--- config.mk ---
export PLATFORM = sky130hd
export DESIGN_NAME = alu_opc_decoder
export DESIGN_NICKNAME = d
export VERILOG_FILES = /design/src/rtl/alu_opc_pkg.sv /design/src/rtl/alu_opc_group.sv /design/src/rtl/alu_opc_ea_rules.sv /design/src/rtl/alu_opc_core.sv /design/src/rtl/alu_opc_decoder.sv
export SDC_FILE = /design/constraint.sdc
export NUM_CORES = 1
export LEC_CHECK = 0
export BUFFER_PORTS_ARGS = -buffer_cell sky130_fd_sc_hd__buf_2
export CAP_MARGIN = 10
export CORE_UTILIZATION = 49
export CTS_CLUSTER_DIAMETER = 60
export DETAILED_ROUTE_END_ITERATION = 12
export GPL_TIMING_DRIVEN = 1
export PLACE_DENSITY_LB_ADDON = 0.08
export SLEW_MARGIN = 20
export SYNTH_ARGS = -nofsm -noshare
export SYNTH_HDL_FRONTEND = slang
export SYNTH_SLANG_ARGS = --single-unit
--- constraint.sdc ---
create_clock -name clk -period 2.7 [get_ports clk]
set_clock_uncertainty 0.2 [all_clocks]
set_input_delay 0.675 -clock clk [delete_from_list [all_inputs] [get_ports clk]]
set_output_delay 0.675 -clock clk [all_outputs]
set_load 0.05 [all_outputs]
--- src/rtl/alu_opc_pkg.sv ---
package alu_opc_pkg;
  localparam int WORD_W  = 16;
  localparam int OP_W    = 4;
  localparam int FIELD_W = 3;
  localparam int SIZE_W  = 2;

  typedef enum logic [OP_W-1:0] {
    OP_NONE = 4'd0,  OP_ADD  = 4'd1,  OP_SUB  = 4'd2,  OP_AND = 4'd3,
    OP_OR   = 4'd4,  OP_EOR  = 4'd5,  OP_ADDA = 4'd6,  OP_SUBA = 4'd7,
    OP_SUBX = 4'd8,  OP_ORI  = 4'd9,  OP_SUBI = 4'd10, OP_EORI = 4'd11
  } op_e;

  typedef enum logic [2:0] {
    GRP_NONE, GRP_ADDSUB, GRP_ANDOR, GRP_EOR, GRP_IMM
  } grp_e;

  typedef struct packed {
    logic                illegal;
    op_e                 op;
    logic [SIZE_W-1:0]   size;
    logic                dir;
    logic [FIELD_W-1:0]  rnum;
    logic [FIELD_W-1:0]  mode;
    logic [FIELD_W-1:0]  mreg;
  } dec_t;

  // Mode 7 sub-cases: the mode-register field at or above a limit is unusable.
  function automatic logic m7_at_or_above(input logic [FIELD_W-1:0] mode,
                                          input logic [FIELD_W-1:0] mreg,
                                          input logic [FIELD_W-1:0] limit);
    return (mode == 3'd7) && (mreg >= limit);
  endfunction
endpackage

--- src/rtl/alu_opc_group.sv ---
module alu_opc_group
  import alu_opc_pkg::*;
(
  input  logic [WORD_W-1:0] word,
  output grp_e              grp,
  output logic              is_sub,
  output logic              is_or,
  output op_e               imm_op
);
  logic [3:0] hi_nib;
  logic [3:0] sub_nib;
  assign hi_nib  = word[15:12];
  assign sub_nib = word[11:8];

  always_comb begin
    grp    = GRP_NONE;
    is_sub = (hi_nib == 4'b1001);
    is_or  = (hi_nib == 4'b1000);
    imm_op = OP_NONE;
    unique case (hi_nib)
      4'b1101, 4'b1001: grp = GRP_ADDSUB;
      4'b1100, 4'b1000: grp = GRP_ANDOR;
      4'b1011:          grp = word[8] ? GRP_EOR : GRP_NONE;
      4'b0000: begin
        unique case (sub_nib)
          4'b0000: begin grp = GRP_IMM; imm_op = OP_ORI;  end
          4'b0100: begin grp = GRP_IMM; imm_op = OP_SUBI; end
          4'b1010: begin grp = GRP_IMM; imm_op = OP_EORI; end
          default: grp = GRP_NONE;
        endcase
      end
      default: grp = GRP_NONE;
    endcase
  end
endmodule

--- src/rtl/alu_opc_ea_rules.sv ---
module alu_opc_ea_rules
  import alu_opc_pkg::*;
(
  input  logic [FIELD_W-1:0] mode,
  input  logic [FIELD_W-1:0] mreg,
  output logic               src_any_ok,   // any register or memory source
  output logic               src_noar_ok,  // source, address register excluded
  output logic               dst_mem_ok,   // alterable memory destination only
  output logic               dst_dat_ok    // data register or alterable memory
);
  logic src_hi;
  logic dst_hi;
  assign src_hi      = m7_at_or_above(mode, mreg, 3'd5);
  assign dst_hi      = m7_at_or_above(mode, mreg, 3'd2);
  assign src_any_ok  = !src_hi;
  assign src_noar_ok = !src_hi && (mode != 3'd1);
  assign dst_mem_ok  = !dst_hi && (mode > 3'd1);
  assign dst_dat_ok  = !dst_hi && (mode != 3'd1);
endmodule

--- src/rtl/alu_opc_core.sv ---
module alu_opc_core
  import alu_opc_pkg::*;
(
  input  logic [WORD_W-1:0] word,
  output dec_t              dec
);
  grp_e grp;
  logic is_sub, is_or;
  op_e  imm_op;
  logic src_any_ok, src_noar_ok, dst_mem_ok, dst_dat_ok;

  alu_opc_group u_group (
    .word(word), .grp(grp), .is_sub(is_sub), .is_or(is_or), .imm_op(imm_op)
  );

  alu_opc_ea_rules u_rules (
    .mode(word[5:3]), .mreg(word[2:0]),
    .src_any_ok(src_any_ok), .src_noar_ok(src_noar_ok),
    .dst_mem_ok(dst_mem_ok), .dst_dat_ok(dst_dat_ok)
  );

  logic [SIZE_W-1:0] sz;
  logic              dbit;
  assign sz   = word[7:6];
  assign dbit = word[8];

  op_e  cand;
  logic ok;

  always_comb begin
    dec      = '0;
    dec.size = sz;
    dec.dir  = dbit;
    dec.rnum = word[11:9];
    dec.mode = word[5:3];
    dec.mreg = word[2:0];
    cand     = OP_NONE;
    ok       = 1'b0;
    unique case (grp)
      GRP_ADDSUB: begin
        if (sz == 2'b11) begin
          cand     = is_sub ? OP_SUBA : OP_ADDA;
          ok       = src_any_ok;
          dec.size = dbit ? 2'b10 : 2'b01;
          dec.dir  = 1'b0;
        end else if (!dbit) begin
          cand = is_sub ? OP_SUB : OP_ADD;
          ok   = src_any_ok && !((word[5:3] == 3'd1) && (sz == 2'b00));
        end else if (is_sub && (word[5:4] == 2'b00)) begin
          cand = OP_SUBX;
          ok   = 1'b1;
        end else begin
          cand = is_sub ? OP_SUB : OP_ADD;
          ok   = dst_mem_ok;
        end
      end
      GRP_ANDOR: begin
        cand = is_or ? OP_OR : OP_AND;
        ok   = (sz != 2'b11) && (dbit ? dst_mem_ok : src_noar_ok);
      end
      GRP_EOR: begin
        cand = OP_EOR;
        ok   = (sz != 2'b11) && dst_dat_ok;
      end
      GRP_IMM: begin
        cand     = imm_op;
        ok       = (sz != 2'b11) && dst_dat_ok;
        dec.dir  = 1'b1;
        dec.rnum = '0;
      end
      default: begin
        cand = OP_NONE;
        ok   = 1'b0;
      end
    endcase
    dec.illegal = !ok;
    dec.op      = ok ? cand : OP_NONE;
  end
endmodule

--- src/rtl/alu_opc_decoder.sv ---
module alu_opc_decoder
  import alu_opc_pkg::*;
(
  input  logic              clk,
  input  logic              rst_n,
  input  logic              in_valid,
  output logic              in_ready,
  input  logic [15:0]       in_word,
  output logic              out_valid,
  output logic [3:0]        out_op,
  output logic [1:0]        out_size,
  output logic              out_dir,
  output logic [2:0]        out_reg,
  output logic [2:0]        out_mode,
  output logic [2:0]        out_mreg,
  output logic              out_illegal
);
  dec_t comb_dec;
  dec_t held;
  logic accept;

  assign accept = in_valid && in_ready;

  alu_opc_core u_core (.word(in_word), .dec(comb_dec));

  always_ff @(posedge clk) begin
    if (!rst_n) begin
      in_ready  <= 1'b0;
      out_valid <= 1'b0;
      held      <= '0;
    end else begin
      in_ready  <= 1'b1;
      out_valid <= accept;
      if (accept) held <= comb_dec;
    end
  end

  assign out_op      = held.op;
  assign out_size    = held.size;
  assign out_dir     = held.dir;
  assign out_reg     = held.rnum;
  assign out_mode    = held.mode;
  assign out_mreg    = held.mreg;
  assign out_illegal = held.illegal;

  assert_valid_after_accept_R1: assert property (@(posedge clk) disable iff (!rst_n)
    accept |=> out_valid);
  assert_quiet_without_accept_R1: assert property (@(posedge clk) disable iff (!rst_n)
    !accept |=> !out_valid);
  assert_hold_when_idle_R11: assert property (@(posedge clk) disable iff (!rst_n)
    !accept |=> ($stable(out_op) && $stable(out_illegal) && $stable(out_mode) && $stable(out_reg)));
  assert_illegal_means_none_R10: assert property (@(posedge clk) disable iff (!rst_n)
    (out_valid && out_illegal) |-> (out_op == OP_NONE));
  assert_src_mode7_R4: assert property (@(posedge clk) disable iff (!rst_n)
    (out_valid && !out_illegal && !out_dir && (out_mode == 3'd7)) |-> (out_mreg < 3'd5));
  assert_dst_memory_R5: assert property (@(posedge clk) disable iff (!rst_n)
    (out_valid && !out_illegal && out_dir &&
     (out_op inside {OP_ADD, OP_SUB, OP_AND, OP_OR})) |-> (out_mode > 3'd1 && !(out_mode == 3'd7 && out_mreg > 3'd1)));
  assert_logic_no_areg_R6: assert property (@(posedge clk) disable iff (!rst_n)
    (out_valid && !out_illegal && (out_op inside {OP_AND, OP_OR})) |-> (out_mode != 3'd1));
  assert_imm_to_ea_R8: assert property (@(posedge clk) disable iff (!rst_n)
    (out_valid && (out_op inside {OP_ORI, OP_SUBI, OP_EORI})) |-> (out_dir && out_mode != 3'd1 && out_size != 2'b11));
  assert_addr_size_R7: assert property (@(posedge clk) disable iff (!rst_n)
    (out_valid && (out_op inside {OP_ADDA, OP_SUBA})) |-> (!out_dir && (out_size == 2'b01 || out_size == 2'b10)));
endmodule

=== Yosys cells after proc, flatten, opt, wreduce, memory -nomap -nowiden ===
Cells that the tools add are included.

* Register bits: 19
* Input bits: 19
* Output and inout port bits: 19
* Logic and storage cells: 75

* Magnitude comparators: 3
* Eq/ne operators: 16
* Muxes and demuxes: 24
* Reduce and logical (&&, ||, !) cells: 23

{| class="wikitable"
|+ Operators by type and width
! operator !! count
|-
| $eq 4x4->1 const B || 6
|-
| $mux 4 || 5
|-
| $pmux 4 s4 || 1
|-
| $mux 3 || 4
|-
| $pmux 3 s4 || 1
|-
| $pmux 4 s3 || 1
|-
| $logic_and 1x1->1 || 11
|-
| $logic_not 4->1 || 2
|-
| $mux 2 || 4
|-
| $eq 3x1->1 const B || 2
|-
| $eq 3x2->1 const B || 2
|-
| $eq 3x3->1 const B || 2
|-
| $mux 1 || 6
|-
| $reduce_or 2->1 || 3
|-
| $eq 4x3->1 const B || 1
|-
| $logic_not 1->1 || 4
|-
| $logic_not 2->1 || 2
|-
| $ge 3x2->1 const B || 1
|-
| $ge 3x3->1 const B || 1
|-
| $gt 3x1->1 const B || 1
|-
| $ne 3x1->1 const B || 1
|-
| $pmux 1 s3 || 1
|-
| $reduce_or 3->1 || 1
|-
| $eq 2x2->1 const B || 1
|-
| 2 further kinds || 2
|}

=== Depth between registers and ports, before layout ===
Gate-level depths: netlist (run 1).

* Depth after elaboration: 9
* Mapped depth: 6
* Depth with buffers taken out: 5

=== By module ===
Synthesis (run 1) repeated with hierarchy kept, for this count alone.

* Cells, all modules: 167
* Area, all modules: 1,392.6 um2

{| class="wikitable"
|+ Modules (own cells, without submodules)
! module !! instances !! cells each !! area an instance (um2) !! seq. area each (um2)
|-
| alu_opc_decoder || 1 || 82 || 763.2 || 380.4
|-
| alu_opc_core || 1 || 57 || 415.4 || 0.0
|-
| alu_opc_group || 1 || 19 || 153.9 || 0.0
|-
| alu_opc_ea_rules || 1 || 9 || 60.1 || 0.0
|}

=== Least setup slack after synthesis (run 1) ===
No wires, ideal clock.

* Path type: input to register
* Start point: input port in_word[12]
* End point: register held (netlist bit out_op[3])
* Setup time: 122 ps
* Arrival time: 1,810 ps
* Required time: 2,378 ps
* Slack: 568 ps
* Stages on the path: 6
* Path buffers: 1
* Cells stage by stage: buf_6 -> and4b_1 -> a22oi_1 -> a32oi_2 -> and4_1 -> a221o_1

* Cells in the longest elaborated chain, start to end: 7
* Elaborated cells on any way between the ends: 25
* Those cells by class: eq/ne: 9; mux: 11; reduce/logical: 5

{| class="wikitable"
|+ RTL lines
! element !! RTL line !! RTL
|-
| start: declaration || alu_opc_decoder.sv:8 || <nowiki>input logic [15:0] in_word,</nowiki>
|-
| $eq 4x4->1 (on tied branches) || alu_opc_group.sv:20, alu_opc_group.sv:17 ||
|-
| $reduce_or 2->1 / $logic_and 1x1->1 (equally long branches) || alu_opc_group.sv:20, alu_opc_core.sv:49 ||
|-
| $pmux 3 s4, or another cell as far along || alu_opc_group.sv:20 || <nowiki>unique case (hi_nib)</nowiki>
|-
| $eq 3x2->1, or another cell as far along || alu_opc_core.sv:39 || <nowiki>unique case (grp)</nowiki>
|-
| $reduce_or 2->1 (no line), or another cell as far along || - ||
|-
| $pmux 1 s3 / $pmux 4 s4 (equally long branches) || alu_opc_core.sv:39 ||
|-
| $mux 4 (*) || alu_opc_core.sv:77 || <nowiki>dec.op = ok ? cand : OP_NONE;</nowiki>
|-
| end signal: assignment || alu_opc_decoder.sv:34 || <nowiki>if (accept) held <= comb_dec;</nowiki>
|-
| end: declaration || alu_opc_decoder.sv:19 || <nowiki>dec_t held;</nowiki>
|}

Mark *: on every way between the ends. The rest lies on a longest branch, timed or not.
A chain may end at the register's enable or synchronous reset.

=== Worst setup path in the final report (run 1) ===
Same ends and word-level chain as after synthesis.

==> impl_metrics.ini, run 1 <==
[status]
status = complete, no violations

[finish]
num_antenna_cells = 0
multi_input_area_sq_um = 683
nNetsFinal = 189
drive_gt1_frac = 0.290
regArea_sq_um = 380
fill_cells = 199
area_delta_synth_final_pct = 19.5
largest_register_ffs = 4
layout.cells.non_filler = 196

[drt]
first_pass_iters = 4
wirelength_mm = 2.76
drc_errors = 0
drt_iter0_markers = 20
wl_per_cell_microns = 14.1
vias = 1130
antenna_left = 0
via_per_inst = 5.77

[floorplanning]
io_pins = 38
initial_core_util = 0.542
die-width_microns = 49.5
die_height_microns = 49.5
dieArea_sq_um = 2450
coreArea_sq_um = 2040
fp-row-count = 16

[power]
power_switching_mw = 0.195
intPower_mw = 0.391
p_sw_frac = 0.333
ir_drop_v = 0.000331
power_frac_seq = 0.506
share_comb_of_total_power = 0.251
total_leakage_power_nw = 0.554
pwr-share-clk = 0.243
power_density_nw_per_um2 = 444

[place]
io_buffers = 37
place_ws_ps = 393
placed_cells = 192
gp_congestion = 0.871
dp_hpwl_mm = 2.15

[sta]
setup_tns_ps = 0
post-route-period-util = 0.732
slew_headroom = 0.737
period_minus_slack_ps = 1980
setup_ws_ps = 725
tightest_slew_ps = 393
rsz0062_at_grt = no
hold_viol = 0
setup_viol = 0
maxSlewViolCount = 0
fmax_mhz = 506

[synth]
ys_ff_latch = 19
syn-cell-area_sq_um = 1110
ys_seq_area_frac = 0.344
postSynthAreaPerCell_sq_um = 8.25
ys_warn_count = 0
async_flop_share = 0
synth_edf_count = 0
ys_top_cells_by_area = dfxtp_1 34%, nand2_1 9.2%, a21boi_0 4.8%
synth_top_area_cell = dfxtp_1
synth_cell_types = 50
syn-num-nets = 153
synth_top_cells_by_count = 27 x nand2_1, 19 x dfxtp_1, 9 x nor2_1, 7 x a21boi_0, 5 x o21ai_0
synthFlopType = dfxtp_1
synth_cells = 134
synth_top_area_frac = 0.344
yosysMostFrequentCell = nand2_1

[cts]
clock-sinks = 19
insertion_delay_ps = 300
cts.path.max_buffers = 2
hold_buffers = 0
cts_tree = yes
htreeDepth = 1
cts_setup_buffers = 0
clockRootBuffer = clkbuf_4
clkTransAtPathRegs_ps = 110
cts_buffers = 3
cts-resized-gates = 0

[global_routing]
overflow = 0
grt_pass1_vias = 1021
grt_max_degree = 16
antenna_found_initial = 0
grtUsageTotal = 0.242
grt_pass1_wl_mm = 4.55

[worst_hold_path]
hp-class = reg2reg

[setup_path]
critPathLaunchType = input port
crit_chain = buf_2 > and4b_1 > a22oi_1 > a32oi_2 > and4_1 > a221o_1
cp_slowest_cell = and4b_1
cp_max_fo = 10
worst-endpoint-arrival_ps = 1980
critPathKind = in2reg
cp.required_ps = 2710
worstSetupEndpointType = flip-flop
cp_slowest_stage_delay_ps = 250

[run]
max_cap_violations = 0
[path summary, 6_finish.rpt]
path | startpoint | end | slack, ps | cells past startpoint
hold / removal | out_size[0]$_SDFFE_PN0P_ | out_size[0]$_SDFFE_PN0P_ | 260 | 2
setup / recovery | in_word[12] | out_op[3]$_SDFFE_PN0P_ | 720 | 6
setup reg to reg | in_ready$_DFF_P_ | out_op[3]$_SDFFE_PN0P_ | 1090 | 3
hold reg to reg | out_size[0]$_SDFFE_PN0P_ | out_size[0]$_SDFFE_PN0P_ | 260 | 2
[power groups by stage]
stage	Combinational, mW	Clock [mW]	Sequential, mW
4_1_cts	0.147	0.147	0.297
6_report	0.147	0.143	0.297
2_1_floorplan	0.0602	0	0.342
3_3_place_gp	0.145	0	0.302
3_5_place_dp	0.146	0	0.303
5_1_grt	0.159	0.160	0.298
[area by class of cell]
| cell class | count | area share |
|---|---|---|
| multi-input cells | 106 | 0.517 |
| clock buffers | 3 | 0.0170 |
| clock inverters | 1 | 0.00379 |
| repair buffers | 37 | 0.140 |
| flip-flops and latches | 19 | 0.288 |
| well taps | 27 | 0.0256 |
| inverters | 3 | 0.00852 |
[layer usage]
| layer | part of all wire | wire length, microns | up-vias | GRT usage |
|---|---|---|---|---|
| met3 | 0.046 | 126 | 7 | 0.0494 |
| met2 | 0.49 | 1360 | 39 | 0.418 |
| met4 | 0.018 | 50 | 0 | 0.0714 |
| met5 | 0 | 0 | - | 0 |
| met1 | 0.44 | 1220 | 516 | 0.302 |
| li1 | - | - | 568 | - |
[worst max-delay path: cells and delay by family]
| family | cells | cell delay, ps |
|---|---|---|
| buf+inv | 1 | 160 |
| compound gates | 3 | 670 |
| simple gates | 2 | 470 |
[kinds of logic after synthesis]
group           after synthesis  share of synthesized area
simple gates                 63                      0.302
buf+inv                       9                     0.0385
compound gates               42                      0.308
flops                        19                      0.344
xor+xnor                      1                    0.00792
[placed cells by master, fill, tap and decap left out, types with 2 or more instances in the layout]
cell type and count:
inv_1 3, nand4_1 3, nor2_1 9, buf_2 37, nand2_1 27, nor2b_1 3
nor3_1 2, and2_1 4, a21boi_0 7, o211ai_1 4, dfxtp_1 19, a221o_1 2
o21ai_0 5, clkbuf_4 3, a21oi_1 3, a22oi_1 4
[metrics by stage]
step / hold WS [ps] / util / power [mW] / instance area [sq um]
final: 264 / 0.647 / 0.586 / 1320
after global routing: 288 / 0.647 / 0.617 / 1320
after CTS: 269 / 0.647 / 0.590 / 1320
after detailed placement: 249 / 0.634 / 0.449 / 1290
after global placement: 238 / 0.634 / 0.447 / 1290
after floorplan: 470 / - / 0.402 / 1110
Note: power is estimated with default switching activity, not from simulation.
==> run 2: changes to the inputs <==
==> constraint.sdc (replaced) <==
create_clock -name clk -period 1.9 [get_ports clk]
set_clock_uncertainty 0.2 [all_clocks]
set_input_delay 0.475 -clock clk [delete_from_list [all_inputs] [get_ports clk]]
set_output_delay 0.475 -clock clk [all_outputs]
set_load 0.05 [all_outputs]
==> impl_metrics.ini, run 2 (synthesis results as in run 1) <==
[cts]
cts_buffers = 3
clkTransAtPathRegs_ps = 120
cts-resized-gates = 0
cts.path.max_buffers = 2
htreeDepth = 1
clockRootBuffer = clkbuf_4
insertion_delay_ps = 300
cts_tree = yes
clock-sinks = 19
hold_buffers = 0
cts_setup_buffers = 0

[drt]
antenna_left = 0
via_per_inst = 5.72
first_pass_iters = 5
vias = 1259
wl_per_cell_microns = 14.0
drc_errors = 0
wirelength_mm = 3.09
drt_iter0_markers = 37

[setup_path]
r2r_start = in_ready$_DFF_P_
cp_slowest_stage_delay_ps = 510
timing.rr.end = out_op[1]$_SDFFE_PN0P_
cp_max_fo = 5
crit_chain = buf_2 > or4b_1 > o22ai_1 > a32oi_1 > nor2_1 > o211ai_1
reg2reg_depth = 4
rrSetupSlack_ps = 470
critPathLaunchType = input port
critPathKind = in2reg
critPathTopFamily = simple AND/OR/NAND/NOR gates
cp.required_ps = 1890
worst-endpoint-arrival_ps = 1740
cp_slowest_cell = or4b_1
critPathLaunch = in_word[5]
cp_num_buf_inv = 1
worstSetupEndpointType = flip-flop

[sta]
hold_viol = 0
fmax_mhz = 571
maxSlewViolCount = 0
post-route-period-util = 0.922
slew_headroom = 0.762
rsz0062_at_grt = no
period_minus_slack_ps = 1750
setup_viol = 0
tightest_slew_ps = 356

[finish]
layout_common_cells = 37 x buf_2, 27 x nand2_1, 24 x buf_4, 19 x dfxtp_1, 9 x nor2_1
largest_register_ffs = 4
final_common_cell = buf_2
fill_cells = 165
area_delta_synth_final_pct = 35.7
final_core_util = 0.735
nNetsFinal = 213
drive_gt1_frac = 0.378
final_area_sq_um = 1500
num_antenna_cells = 0

[power]
total_leakage_power_nw = 0.670
power_density_nw_per_um2 = 582
ir_drop_v = 0.000526

[global_routing]
grt_max_degree = 15
grtUsageTotal = 0.279
antenna_found_initial = 0
grt_pass1_wl_mm = 5.32
overflow = 0
use_met2 = 0.486
gr-max-usage-layer = met2
grtUsageMet3 = 0.0648
grt_pass1_vias = 1226
met1_usage = 0.327

[worst_hold_path]
holdPathStages = 2
hold_start = rst_n
min_to = in_ready$_DFF_P_
hp-class = in2reg

[floorplanning]
die_height_microns = 49.5
initial_core_util = 0.542
fp-row-count = 16
dieArea_sq_um = 2450
coreArea_sq_um = 2040
io_pins = 38
die-width_microns = 49.5

[place]
gp_congestion = 0.879
placed_area_sq_um = 1470
dp_hpwl_mm = 2.44
io_buffers = 37

[run]
max_cap_violations = 0

[status]
status = complete, no violations
## run 2: cell count changes in the layout (fill, tap and decap cells not counted)
cell / previous run / this run
buf_4: 0 / 24
## run 2: power breakdown
group	internal, mW	switching, mW	leakage [nW]
logic	0.0935	0.155	0.497
registers	0.414	0.00734	0.155
clock network	0.0783	0.125	0.0177
## run 2: final cells by class
class,count,area [sq um],share of cell area
clock buffer,3,22.5,0.0150
multi-input combinational,106,683,0.455
tap,27,33.8,0.0225
inverter,3,11.3,0.00750
timing repair buffer,61,365,0.243
sequential,19,380,0.253
clock inverter,1,5.00,0.00333
## run 2: stage by stage
step                setup slack [ps]  instances  TNS [ps]  hold slack [ps]  power, mW
floorplan                       1.98        134         0              303      0.572
global placement                -110        216      -531              238      0.671
detailed placement              -172        216      -662              254      0.677
CTS                              157        220         0              252      0.876
global route                    75.3        220         0              259      0.916
finish                           147        220         0              252      0.873
## run 2: worst max path at each step
stage,endpoint,slack [ps],depth (start not counted)
2_1_floorplan,out_op[3]$_SDFFE_PN0P_,2,6
4_1_cts,out_op[1]$_SDFFE_PN0P_,160,6
3_5_place_dp,out_op[1]$_SDFFE_PN0P_,-170,6
6_report,out_op[1]$_SDFFE_PN0P_,150,6
5_1_grt,out_op[1]$_SDFFE_PN0P_,80,6
3_3_place_gp,out_op[0]$_SDFFE_PN0P_,-110,6
## run 2: layer usage
metal / wire length, microns / vias to the layer above
li1: - / 617
met3: 139 / 8
met2: 1510 / 40
met5: 0 / -
met4: 71 / 0
met1: 1360 / 594
==> run 3: changes to the inputs <==
--- a/config.mk
+++ b/config.mk
@@ -7,6 +7,7 @@
 export LEC_CHECK = 0
 export BUFFER_PORTS_ARGS = -buffer_cell sky130_fd_sc_hd__buf_2
 export CAP_MARGIN = 10
+export CORE_MARGIN = 5
 export CORE_UTILIZATION = 49
 export CTS_CLUSTER_DIAMETER = 60
 export DETAILED_ROUTE_END_ITERATION = 12
==> impl_metrics.ini, run 3 (synthesis results as in run 1) <==
[cts]
cts_buffers = 3
clock-sinks = 19
cts-resized-gates = 0
htreeDepth = 1
cts.path.max_buffers = 2
cts_tree = yes
cts_setup_buffers = 0
clockRootBuffer = clkbuf_4
insertion_delay_ps = 300
clkTransAtPathRegs_ps = 120
hold_buffers = 0

[global_routing]
grt_pass1_vias = 1218
overflow = 0
grt_max_degree = 15
grt_pass1_wl_mm = 5.29
antenna_found_initial = 0
grtUsageTotal = 0.197

[setup_path]
rrSetupSlack_ps = 460
worst-endpoint-arrival_ps = 1820
critPathTopFamily = simple AND/OR/NAND/NOR gates
cp.required_ps = 1890
worstSetupEndpointType = flip-flop
crit_chain = buf_2 > or4b_1 > o22ai_1 > a32oi_1 > nor2_1 > o211ai_1
critPathKind = in2reg
critPathLaunchType = input port
cp_num_buf_inv = 1
cp_max_fo = 6
cp_slowest_cell = or4b_1
cp_slowest_stage_delay_ps = 550

[sta]
post-route-period-util = 0.963
tightest_slew_ps = 348
maxSlewViolCount = 0
setup_viol = 0
rsz0062_at_grt = no
setup_ws_ps = 70.4
setup_tns_ps = 0
period_minus_slack_ps = 1830
hold_viol = 0
fmax_mhz = 547
slew_headroom = 0.767

[place]
gp_congestion = 0.868
place_ws_ps = -235
dp_hpwl_mm = 2.59
io_buffers = 37

[finish]
area_delta_synth_final_pct = 37.2
nNetsFinal = 215
layout_common_cells = 37 x buf_2, 27 x nand2_1, 26 x buf_4, 19 x dfxtp_1, 9 x nor2_1
fill_cells = 205
drive_gt1_frac = 0.385
final_common_cell = buf_2
num_antenna_cells = 0
largest_register_ffs = 4

[drt]
wl_per_cell_microns = 13.9
drc_errors = 0
via_per_inst = 5.53
drt_iter0_markers = 41
first_pass_iters = 4
wirelength_mm = 3.10
antenna_left = 0
vias = 1233

[floorplanning]
die_height_microns = 57.5
coreArea_sq_um = 2190
die-width_microns = 57.5
initial_core_util = 0.505
io_pins = 38
fp-row-count = 17
dieArea_sq_um = 3310

[power]
total_leakage_power_nw = 0.680
power_density_nw_per_um2 = 584
ir_drop_v = 0.000497

[status]
status = complete, no violations

[worst_hold_path]
hp-class = in2reg

[run]
max_cap_violations = 0
-- run 3: final timing paths --
| kind | start | end | depth (start not counted) |
|---|---|---|---|
| worst max-delay path | in_word[5] | out_op[0]$_SDFFE_PN0P_ | 6 |
| worst min-delay path | rst_n | in_ready$_DFF_P_ | 2 |
| worst max register to register | in_ready$_DFF_P_ | out_reg[2]$_SDFFE_PN0P_ | 4 |
| worst min register to register | out_size[0]$_SDFFE_PN0P_ | out_size[0]$_SDFFE_PN0P_ | 2 |
-- run 3: power by group --
part           leakage, nW  switching (mW)  internal [mW]
clock network       0.0177           0.136         0.0784
registers            0.155         0.00728          0.414
logic                0.507           0.155         0.0950
-- run 3: worst register-to-register path, delay by kind of cell, from the launching register on --
family / cells / cell delay [ps]
simple gates: 3 / 720
flops: 1 / 380
compound gates: 1 / 90
-- run 3: stage by stage --
stage | hold slack, ps | cells | cell area (sq um) | power [mW] | util
floorplan | 303 | 134 | 1110 | 0.572 | -
global placement | 240 | 219 | 1490 | 0.676 | 0.680
detailed placement | 254 | 219 | 1490 | 0.679 | 0.680
CTS | 252 | 223 | 1520 | 0.889 | 0.693
global route | 251 | 223 | 1520 | 0.930 | 0.693
finish | 253 | 223 | 1520 | 0.886 | 0.693
-- run 3: cell type report --
type	count	area [sq um]	area share
clock buffer	3	22.5	0.0148
multi-input combinational	106	683	0.450
tap	28	35.0	0.0231
sequential	19	380	0.251
clock inverter	1	5.00	0.00330
timing repair buffer	63	380	0.251
inverter	3	11.3	0.00742
-- run 3: routing by layer --
| layer | global-route usage | share of wire | vias to the layer above |
|---|---|---|---|
| li1 | - | - | 619 |
| met1 | 0.246 | 0.44 | 572 |
| met2 | 0.339 | 0.50 | 34 |
| met3 | 0.0430 | 0.046 | 8 |
| met4 | 0.0530 | 0.015 | 0 |
| met5 | 0 | 0 | - |
